===== src/rtl/conv_seq_pkg.sv =====
package conv_seq_pkg;

  typedef enum logic [1:0] {
    PH_IDLE  = 2'd0,
    PH_WAIT  = 2'd1,
    PH_BLANK = 2'd2,
    PH_SHOW  = 2'd3
  } phase_t;

  function automatic int max3(input int a, input int b, input int c);
    int m;
    m = (a > b) ? a : b;
    return (m > c) ? m : c;
  endfunction

endpackage


===== src/rtl/conv_seq_edge.sv =====
module conv_seq_edge (
  input  logic clk,
  input  logic rst_n,
  input  logic convert_i,
  output logic rise_o
);
  logic conv_d;

  always_ff @(posedge clk or negedge rst_n) begin
    if (!rst_n) conv_d <= 1'b0;
    else        conv_d <= convert_i;
  end

  assign rise_o = convert_i & ~conv_d;


  rise_single_chk: assert property (@(posedge clk) disable iff (!rst_n)
    rise_o |=> !rise_o);

endmodule


===== src/rtl/conv_seq_ctrl.sv =====
module conv_seq_ctrl
  import conv_seq_pkg::*;
#(
  parameter int TPCS = 2,
  parameter int TPSD = 3,
  parameter int TPDS = 2
) (
  input  logic clk,
  input  logic rst_n,
  input  logic rise_i,
  output logic accept_o,
  output logic blank_evt_o,
  output logic show_evt_o,
  output logic status_o,
  output logic busy_o
);
  localparam int TMAX = max3(TPCS, TPSD, TPDS);
  localparam int CW   = (TMAX < 2) ? 1 : $clog2(TMAX);

  phase_t ph;
  logic [CW-1:0] cnt;
  logic cnt_zero;

  assign cnt_zero    = (cnt == '0);
  assign accept_o    = rise_i && (ph == PH_IDLE);
  assign blank_evt_o = (ph == PH_WAIT)  && cnt_zero;
  assign show_evt_o  = (ph == PH_BLANK) && cnt_zero;
  assign status_o    = (ph == PH_BLANK) || (ph == PH_SHOW);
  assign busy_o      = (ph != PH_IDLE);

  always_ff @(posedge clk or negedge rst_n) begin
    if (!rst_n) begin
      ph  <= PH_IDLE;
      cnt <= '0;
    end else begin
      unique case (ph)
        PH_IDLE: if (rise_i) begin
          ph  <= PH_WAIT;
          cnt <= CW'(TPCS - 1);
        end
        PH_WAIT: if (cnt_zero) begin
          ph  <= PH_BLANK;
          cnt <= CW'(TPSD - 1);
        end else cnt <= cnt - 1'b1;
        PH_BLANK: if (cnt_zero) begin
          ph  <= PH_SHOW;
          cnt <= CW'(TPDS - 1);
        end else cnt <= cnt - 1'b1;
        PH_SHOW: if (cnt_zero) begin
          ph  <= PH_IDLE;
          cnt <= '0;
        end else cnt <= cnt - 1'b1;
        default: ph <= PH_IDLE;
      endcase
    end
  end


  status_after_wait_chk: assert property (@(posedge clk) disable iff (!rst_n)
    $rose(status_o) |-> $past(busy_o));


  status_end_idle_chk: assert property (@(posedge clk) disable iff (!rst_n)
    $fell(status_o) |-> !busy_o);


  no_accept_busy_chk: assert property (@(posedge clk) disable iff (!rst_n)
    busy_o && rise_i |=> $stable(ph) || ph == $past(ph) + 2'd1 || ph == PH_IDLE);

endmodule


===== src/rtl/conv_seq_out.sv =====
module conv_seq_out #(
  parameter int BITS = 8,
  parameter int SW   = 12,
  parameter int RW   = 12
) (
  input  logic                 clk,
  input  logic                 rst_n,
  input  logic                 accept_i,
  input  logic                 blank_evt_i,
  input  logic                 show_evt_i,
  input  logic                 busy_i,
  input  logic signed [SW-1:0] sample_i,
  input  logic [RW-1:0]        ref_i,
  output logic [BITS-1:0]      data_o,
  output logic                 data_ok_o,
  output logic                 over_o
);
  localparam int NW = SW - 1 + BITS;
  localparam int QW = (NW > RW) ? NW : RW;

  logic signed [SW-1:0] samp_q;
  logic [RW-1:0]        ref_q;
  logic [BITS:0]        result;

  // returns {over, code}
  function automatic logic [BITS:0] scale_code(input logic signed [SW-1:0] s,
                                               input logic [RW-1:0] r);
    logic [QW-1:0] mag, num, den, quo;
    if (s[SW-1]) return {1'b1, {BITS{1'b0}}};
    mag = QW'(s[SW-2:0]);
    den = QW'(r);
    if (mag > den)  return {1'b1, {BITS{1'b1}}};
    if (mag == den) return {1'b0, {BITS{1'b1}}};
    num = QW'({s[SW-2:0], {BITS{1'b0}}});
    quo = num / den;
    return {1'b0, quo[BITS-1:0]};
  endfunction

  assign result = scale_code(samp_q, ref_q);

  always_ff @(posedge clk or negedge rst_n) begin
    if (!rst_n) begin
      samp_q <= '0;
      ref_q  <= '0;
    end else if (accept_i) begin
      samp_q <= sample_i;
      ref_q  <= ref_i;
    end
  end

  always_ff @(posedge clk or negedge rst_n) begin
    if (!rst_n) begin
      data_o    <= '0;
      data_ok_o <= 1'b0;
      over_o    <= 1'b0;
    end else if (blank_evt_i) begin
      data_o    <= '0;
      data_ok_o <= 1'b0;
    end else if (show_evt_i) begin
      data_o    <= result[BITS-1:0];
      data_ok_o <= 1'b1;
      over_o    <= result[BITS];
    end
  end


  capture_hold_chk: assert property (@(posedge clk) disable iff (!rst_n)
    busy_i && $past(busy_i) |-> $stable(samp_q) && $stable(ref_q));


  data_hold_chk: assert property (@(posedge clk) disable iff (!rst_n)
    !blank_evt_i && !show_evt_i |=> $stable(data_o) && $stable(over_o) && $stable(data_ok_o));


  clamp_code_chk: assert property (@(posedge clk) disable iff (!rst_n)
    $rose(data_ok_o) && over_o |-> (data_o == '0) || (&data_o));


  blank_zero_chk: assert property (@(posedge clk) disable iff (!rst_n)
    busy_i && !data_ok_o |-> data_o == '0);

endmodule


===== src/rtl/conv_seq.sv =====
module conv_seq #(
  parameter int BITS = 8,
  parameter int SW   = 12,
  parameter int RW   = 12,
  parameter int TPCS = 2,
  parameter int TPSD = 3,
  parameter int TPDS = 2
) (
  input  logic                 clk,
  input  logic                 rst_n,
  input  logic                 convert_i,
  input  logic signed [SW-1:0] sample_i,
  input  logic [RW-1:0]        ref_i,
  output logic                 status_o,
  output logic [BITS-1:0]      data_o,
  output logic                 data_ok_o,
  output logic                 over_o
);
  logic rise_evt;
  logic accept_evt;
  logic blank_evt;
  logic show_evt;
  logic busy;

  conv_seq_edge u_edge (
    .clk       (clk),
    .rst_n     (rst_n),
    .convert_i (convert_i),
    .rise_o    (rise_evt)
  );

  conv_seq_ctrl #(.TPCS(TPCS), .TPSD(TPSD), .TPDS(TPDS)) u_ctrl (
    .clk         (clk),
    .rst_n       (rst_n),
    .rise_i      (rise_evt),
    .accept_o    (accept_evt),
    .blank_evt_o (blank_evt),
    .show_evt_o  (show_evt),
    .status_o    (status_o),
    .busy_o      (busy)
  );

  conv_seq_out #(.BITS(BITS), .SW(SW), .RW(RW)) u_out (
    .clk         (clk),
    .rst_n       (rst_n),
    .accept_i    (accept_evt),
    .blank_evt_i (blank_evt),
    .show_evt_i  (show_evt),
    .busy_i      (busy),
    .sample_i    (sample_i),
    .ref_i       (ref_i),
    .data_o      (data_o),
    .data_ok_o   (data_ok_o),
    .over_o      (over_o)
  );


  valid_in_status_chk: assert property (@(posedge clk) disable iff (!rst_n)
    $rose(data_ok_o) |-> status_o);


  idle_quiet_chk: assert property (@(posedge clk) disable iff (!rst_n)
    !busy |-> !status_o);

endmodule


===== config.mk =====
export PLATFORM = sky130hd
export DESIGN_NAME = conv_seq
export DESIGN_NICKNAME = d
export VERILOG_FILES = /design/src/rtl/conv_seq_pkg.sv /design/src/rtl/conv_seq_edge.sv /design/src/rtl/conv_seq_ctrl.sv /design/src/rtl/conv_seq_out.sv /design/src/rtl/conv_seq.sv
export SDC_FILE = /design/constraint.sdc
export NUM_CORES = 1
export LEC_CHECK = 0
export ABC_CLOCK_PERIOD_IN_PS = 44900
export BUFFER_PORTS_ARGS = -buffer_cell sky130_fd_sc_hd__buf_4
export CAP_MARGIN = 20
export CORE_MARGIN = 3
export CORE_UTILIZATION = 52
export CTS_CLUSTER_DIAMETER = 200
export DETAILED_ROUTE_END_ITERATION = 8
export PLACE_DENSITY = 0.69
export SYNTH_ARGS = -nofsm -noshare
export SYNTH_HDL_FRONTEND = slang
export SYNTH_SLANG_ARGS = --single-unit

===== constraint.sdc =====
create_clock -name clk -period 44.9 [get_ports clk]
set_clock_uncertainty 0.1 [all_clocks]
set_input_delay 2.245 -clock clk [delete_from_list [all_inputs] [get_ports clk]]
set_output_delay 2.245 -clock clk [all_outputs]
set_load 0.01 [all_outputs]

# After elaboration in Yosys (flattened, before gate mapping)
# Index checks and enable logic that the tools add are counted.
# totals
rom_bits	0
regBits	39
inputBits	27
ram_bits	0
out_inout_bits	11
latch_bits	0
memories	0
wordCells	56
# op_classes
n_mul	0
n_bitwise	3
n_eq_ne	8
shifts	0
n_reduce_logical	9
n_lt_le_gt_ge	1
muxes	25
div	1
add_sub_neg	1
# ops
operator	n
9-bit 2-to-1 mux	6
19-bit by 12-bit divider with 19-bit output	1
8-bit 2-to-1 mux	2
2-bit one-hot mux with 4 select lines	2
2-bit 2-to-1 mux	7
11-bit by 12-bit == test with 1-bit output	1
11-bit by 12-bit > comparator with 1-bit output	1
1-bit 2-to-1 mux	8
2-bit by 1-bit != test with 1-bit output (second input constant)	4
2-bit == test (second input constant)	2
2-bit zero test	2
4-bit AND reduction	1
1-bit logical AND	3
2-bit by 1-bit == test with 1-bit output (second input constant)	1
1-bit inverter	2
2-bit AND reduction	1
2-bit nonzero test	1
2-bit by 1-bit subtractor with 2-bit output (second input constant)	1
1-bit bitwise AND	1
1-bit logical OR	1

# Longest topological paths before layout
# logic_depth
ltp_word	10
ltp_mapped	202
ltp_nobuf	188

# Modules after synthesis
# Synthesis repeated with hierarchy kept, for this count alone.
# unflattened
hier_cells	1395
area_unflattened_um2	10511.3
# by_module_without_submodules
module	cells_each	area_each_um2	instances	seq_area_each_um2
conv_seq_out	1355	10109.7	1	850.8
conv_seq_ctrl	38	362.8	1	100.1
conv_seq_edge	2	38.8	1	25.0

# Worst setup path before layout
# OpenSTA, ideal clock, no wires.
# synth_path
path_type	reg2reg
startpoint	reg u_out.ref_q[0]
endpoint	reg u_out.data_o[0]
t_arrival_ns	37.446
period_less_slack_ns	37.679
setup_slack_ns	7.221
t_required_ns	44.667
stages_incl_launch_ff	193
setup_time_ns	0.133
path_buffers	17
path_cell_list	dfrtp_1 clkbuf_1 clkinv_1 ha_1 nor2b_1 and4_1 a2bb2oi_1 ha_1 o21a_1 nor3_1 o32ai_1 nand2_1 ha_1 a21oi_1 nand2_1 nand2_1 nand2_1 o21ai_0 [... 157 more ...] ha_1 o21ai_0 a21boi_0 o21a_1 o21ai_0 nand2b_1 a21oi_1 nor2b_1 o21ai_0 nand2b_1 a21oi_1 nor2b_1 o21ai_0 nand2b_1 a221oi_1 o211ai_1 a311oi_1 a31oi_1
# synth_between
elab_chain_cells	9
elab_cells_between_ends	15
classes_between	div: 1; order compare: 1; eq/ne: 1; mux: 12
# synth_lines
element	line_no	source
start, declared	conv_seq_out.sv:22	logic [RW-1:0] ref_q;
start signal, assigned	conv_seq_out.sv:47	ref_q <= ref_i;
parallel branches: the longest is 5 deep, another holds 19-bit by 12-bit divider with 19-bit output	n/a	
9-bit 2-to-1 mux (*)	conv_seq_out.sv:33	if (mag == den) return {1'b0, {BITS{1'b1}}};
9-bit 2-to-1 mux (*)	conv_seq_out.sv:30	mag = QW'(s[SW-2:0]);
8-bit 2-to-1 mux (*)	conv_seq_out.sv:59	end else if (show_evt_i) begin
8-bit 2-to-1 mux (*)	conv_seq_out.sv:56	end else if (blank_evt_i) begin
end signal, assigned	conv_seq_out.sv:60	data_o <= result[BITS-1:0];
end, declared	conv_seq_out.sv:14	output logic [BITS-1:0] data_o,
# Every way passes the cells marked *. The select of a mux whose other input is x is not followed.
# A chain may end at the register's enable or synchronous reset.

# Worst setup path in the final report
# layout_path
startpoint	reg u_out.ref_q[11]
endpoint	reg u_out.data_o[0]
# Same word-level chain as after synthesis.

==> impl_metrics.yaml <==
status:
  run_status: "completed"
detailed_routing:
  via_per_inst: 6.28
  wire_per_inst_um: 17.9
  drt_iter0_drc: 780
  antenna_left: 0
  drc: 0
  vias: 10900
  drt-total-wl_um: 31000
  dr.pass1.iters: 7
final_layout:
  final_nets: 1667
  final_area_um2: 11800
  drive_above_1_share: 0.130
  diodes: 0
  area_delta_synth_final_pct: 7.59
  stdcell_count: 1737
die:
  die_h_um: 151
  core_area_um2: 20400
  rows: 52
  fp.dieW_um: 151
  start_util: 0.536
  dieArea_um2: 22800
  ios: 38
timing:
  whs_ns: 0.375
  tightest_slew_ns: 0.788
  period_needed_ns: 41.42
  post-route-period-util: 0.922
  rsz0062_at_grt: "false"
  maxSlewViolCount: 0
  setup_tns_ns: 0
  hold_viol: 0
  relSlewSlack: 0.473
  fmax_mhz: 24.1
  setup_viol: 0
logic_synthesis:
  synth-edff-count: 0
  yosys_most_used_dff: "dfrtp_1"
  syn-num-nets: 1649
  synth_cell_types: 99
  avgSynthCellArea_um2: 7.56
  synth-seq-area-share: 0.0891
  synth_seq_cells: 39
  synth_cells: 1448
  syn_area_um2: 10900
  ys_async_sr_fraction: 1.00
  yosys_warnings: 0
placement:
  place_area_um2: 11500
  dpl.hpwl_um: 24000
  port_buffers: 37
  place_congestion: 0.947
  dp.cells: 1728
grt:
  met1_usage: 0.385
  grt_busiest_layer: "met2"
  grt_util_met3: 0.0275
  grt.total_usage: 0.267
  grt_start_max_net_pins: 40
  first_global_vias: 10100
  grt_pass1_wl_um: 50100
  grt_overflow_total: 0
  use_met2: 0.436
  antenna_found_initial: 0
worst_hold_path:
  hold_depth: 2
  min_to: "u_out.data_o[1]$_DFFE_PN0P_"
  hp-class: "reg -> reg"
  min_from: "u_out.data_o[1]$_DFFE_PN0P_"
worst_setup_path:
  r2r-end: "u_out.data_o[0]$_DFFE_PN0P_"
  worst_path_max_delay_cell: "o41a_2"
  worst_path_most_repeated_cell: "o21ai_0"
  path_max_fanout: 19
  reg2reg_slack_ns: 3.48
  cp.arrival_ns: 41.47
  critical_path_class: "reg -> reg"
  critPathLaunchType: "flip-flop"
  crit_required_ns: 44.95
  critPathCaptureType: "flip-flop"
  r2r_start: "u_out.ref_q[11]$_DFFE_PN0P_"
  r2r_cells: 179
  max_stage_delay_ns: 0.65
clocking:
  tritoncts: "built"
  worstSkewPairLatency_ns: 0.28
  cts_made_buffers: 5
  cts.sinks: 39
  clk_pin_slew_worst_paths_ns: 0.06
  holdBufCountCts: 0
  root_buffer: "clkbuf_16"
  post_cts_buffers: 0
  htreeDepth: 2
  clk_path_buf_depth: 2
  post_cts_resized: 0
flow_run:
  drv_cap: 0
-- area by class of cell --
type / count / area, um^2
Tap cell: 270 / 338
Fill cell: 1985 / 8650
Clock inverter: 2 / 60.1
Timing Repair Buffer: 53 / 398
Multi-Input combinational cell: 1305 / 9650
Clock buffer: 6 / 129
Inverter: 62 / 233
Sequential cell: 39 / 976
-- cell usage in the layout (no fill, tap or decap), drive strengths merged, types with 5 or more instances in the layout --
cell type | synthesis | routed
nor2b | 22 | 22
ha | 173 | 173
buf | 12 | 53
a211oi | 9 | 9
or3 | 13 | 13
xnor2 | 57 | 57
nand4 | 15 | 15
o21bai | 10 | 10
nand2 | 124 | 124
dfrtp | 39 | 39
nor3 | 51 | 51
a31oi | 21 | 21
and4 | 9 | 9
a21o | 45 | 45
o31ai | 21 | 21
a21boi | 13 | 13
o21a | 55 | 55
a311oi | 7 | 7
a221oi | 6 | 6
or2 | 16 | 16
mux2 | 68 | 68
xor2 | 28 | 28
and3 | 13 | 13
o211ai | 21 | 21
nor4 | 12 | 12
or4 | 5 | 5
clkbuf | 30 | 6
nor2 | 121 | 121
inv | 61 | 61
a21oi | 115 | 115
and2 | 10 | 10
nand2b | 27 | 27
o21ai | 100 | 100
nand3 | 28 | 28
a2111oi | 9 | 9
nor4b | 8 | 8
-- metrics by stage --
step | utilization | worst slack, ns
6_report | 0.577 | 3.48
5_1_grt | 0.577 | 0.102
4_1_cts | 0.571 | 1.13
3_5_place_dp | 0.561 | 1.37
3_3_place_gp | 0.561 | 2.08
2_1_floorplan | - | 7.22
-- registers in the layout, indices dropped and copies added (netlist names) --
signal / count
u_out.data_ok_o: 1
u_out.ref_q: 12
u_ctrl.ph: 2
u_edge.conv_d: 1
u_out.samp_q: 12
u_out.data_o: 8
u_out.over_o: 1
u_ctrl.cnt: 2
-- worst max-delay path: cells and delay by family (launching register included) --
| family | cells | cell delay [ns] |
|---|---|---|
| compound gates | 87 | 19.04 |
| simple gates | 63 | 13.09 |
| fa+ha+maj | 18 | 5.68 |
| mux | 5 | 1.75 |
| buf+inv | 6 | 0.94 |
| flops | 1 | 0.59 |
-- per-layer routing --
| metal | routed length [um] | share of wire | up-vias |
|---|---|---|---|
| li1 | - | - | 5499 |
| met3 | 1590 | 0.051 | 47 |
| met1 | 15100 | 0.49 | 5065 |
| met5 | 0 | 0 | - |
| met2 | 13800 | 0.44 | 305 |
| met4 | 577 | 0.019 | 0 |
-- worst max path at each step --
stage,from,endpoint,slack (ns)
after global placement,u_out.ref_q[11]$_DFFE_PN0P_,u_out.data_o[0]$_DFFE_PN0P_,2.08
after CTS,u_out.ref_q[11]$_DFFE_PN0P_,u_out.data_o[0]$_DFFE_PN0P_,1.13
after floorplan,u_out.ref_q[0]$_DFFE_PN0P_,u_out.data_o[0]$_DFFE_PN0P_,7.22
after global routing,u_out.ref_q[11]$_DFFE_PN0P_,u_out.data_o[0]$_DFFE_PN0P_,0.10
after detailed placement,u_out.ref_q[11]$_DFFE_PN0P_,u_out.data_o[0]$_DFFE_PN0P_,1.37
final,u_out.ref_q[11]$_DFFE_PN0P_,u_out.data_o[0]$_DFFE_PN0P_,3.48
-- Yosys cell counts (all sizes together) (22+ instances only) --
| cell | count | area share |
|---|---|---|
| a21o | 45 | 0.031 |
| a21oi | 115 | 0.053 |
| clkbuf | 30 | 0.010 |
| dfrtp | 39 | 0.089 |
| ha | 173 | 0.20 |
| inv | 61 | 0.021 |
| mux2 | 68 | 0.070 |
| nand2 | 124 | 0.043 |
| nand2b | 27 | 0.015 |
| nand3 | 28 | 0.013 |
| nor2 | 121 | 0.042 |
| nor2b | 22 | 0.013 |
| nor3 | 51 | 0.024 |
| o21a | 55 | 0.038 |
| o21ai | 100 | 0.046 |
| xnor2 | 57 | 0.046 |
| xor2 | 28 | 0.023 |
-- cells by family (layout without fill, tap and decap cells) --
| kind of cell | count (synthesis) | in the layout | share of synthesized area |
|---|---|---|---|
| AND/OR/NAND/NOR | 484 | 484 | 0.224 |
| flip-flops | 39 | 39 | 0.0891 |
| multiplexers | 72 | 72 | 0.0739 |
| XOR/XNOR | 85 | 85 | 0.0687 |
| adder cells (fa/ha/maj) | 174 | 174 | 0.200 |
| buffers and inverters | 104 | 123 | 0.0406 |
| AO/OA/AOI/OAI | 490 | 490 | 0.305 |
Power is left out: the tool's default activity adds up to more than one toggle a clock period on the data nets, which glitch-free logic cannot reach.
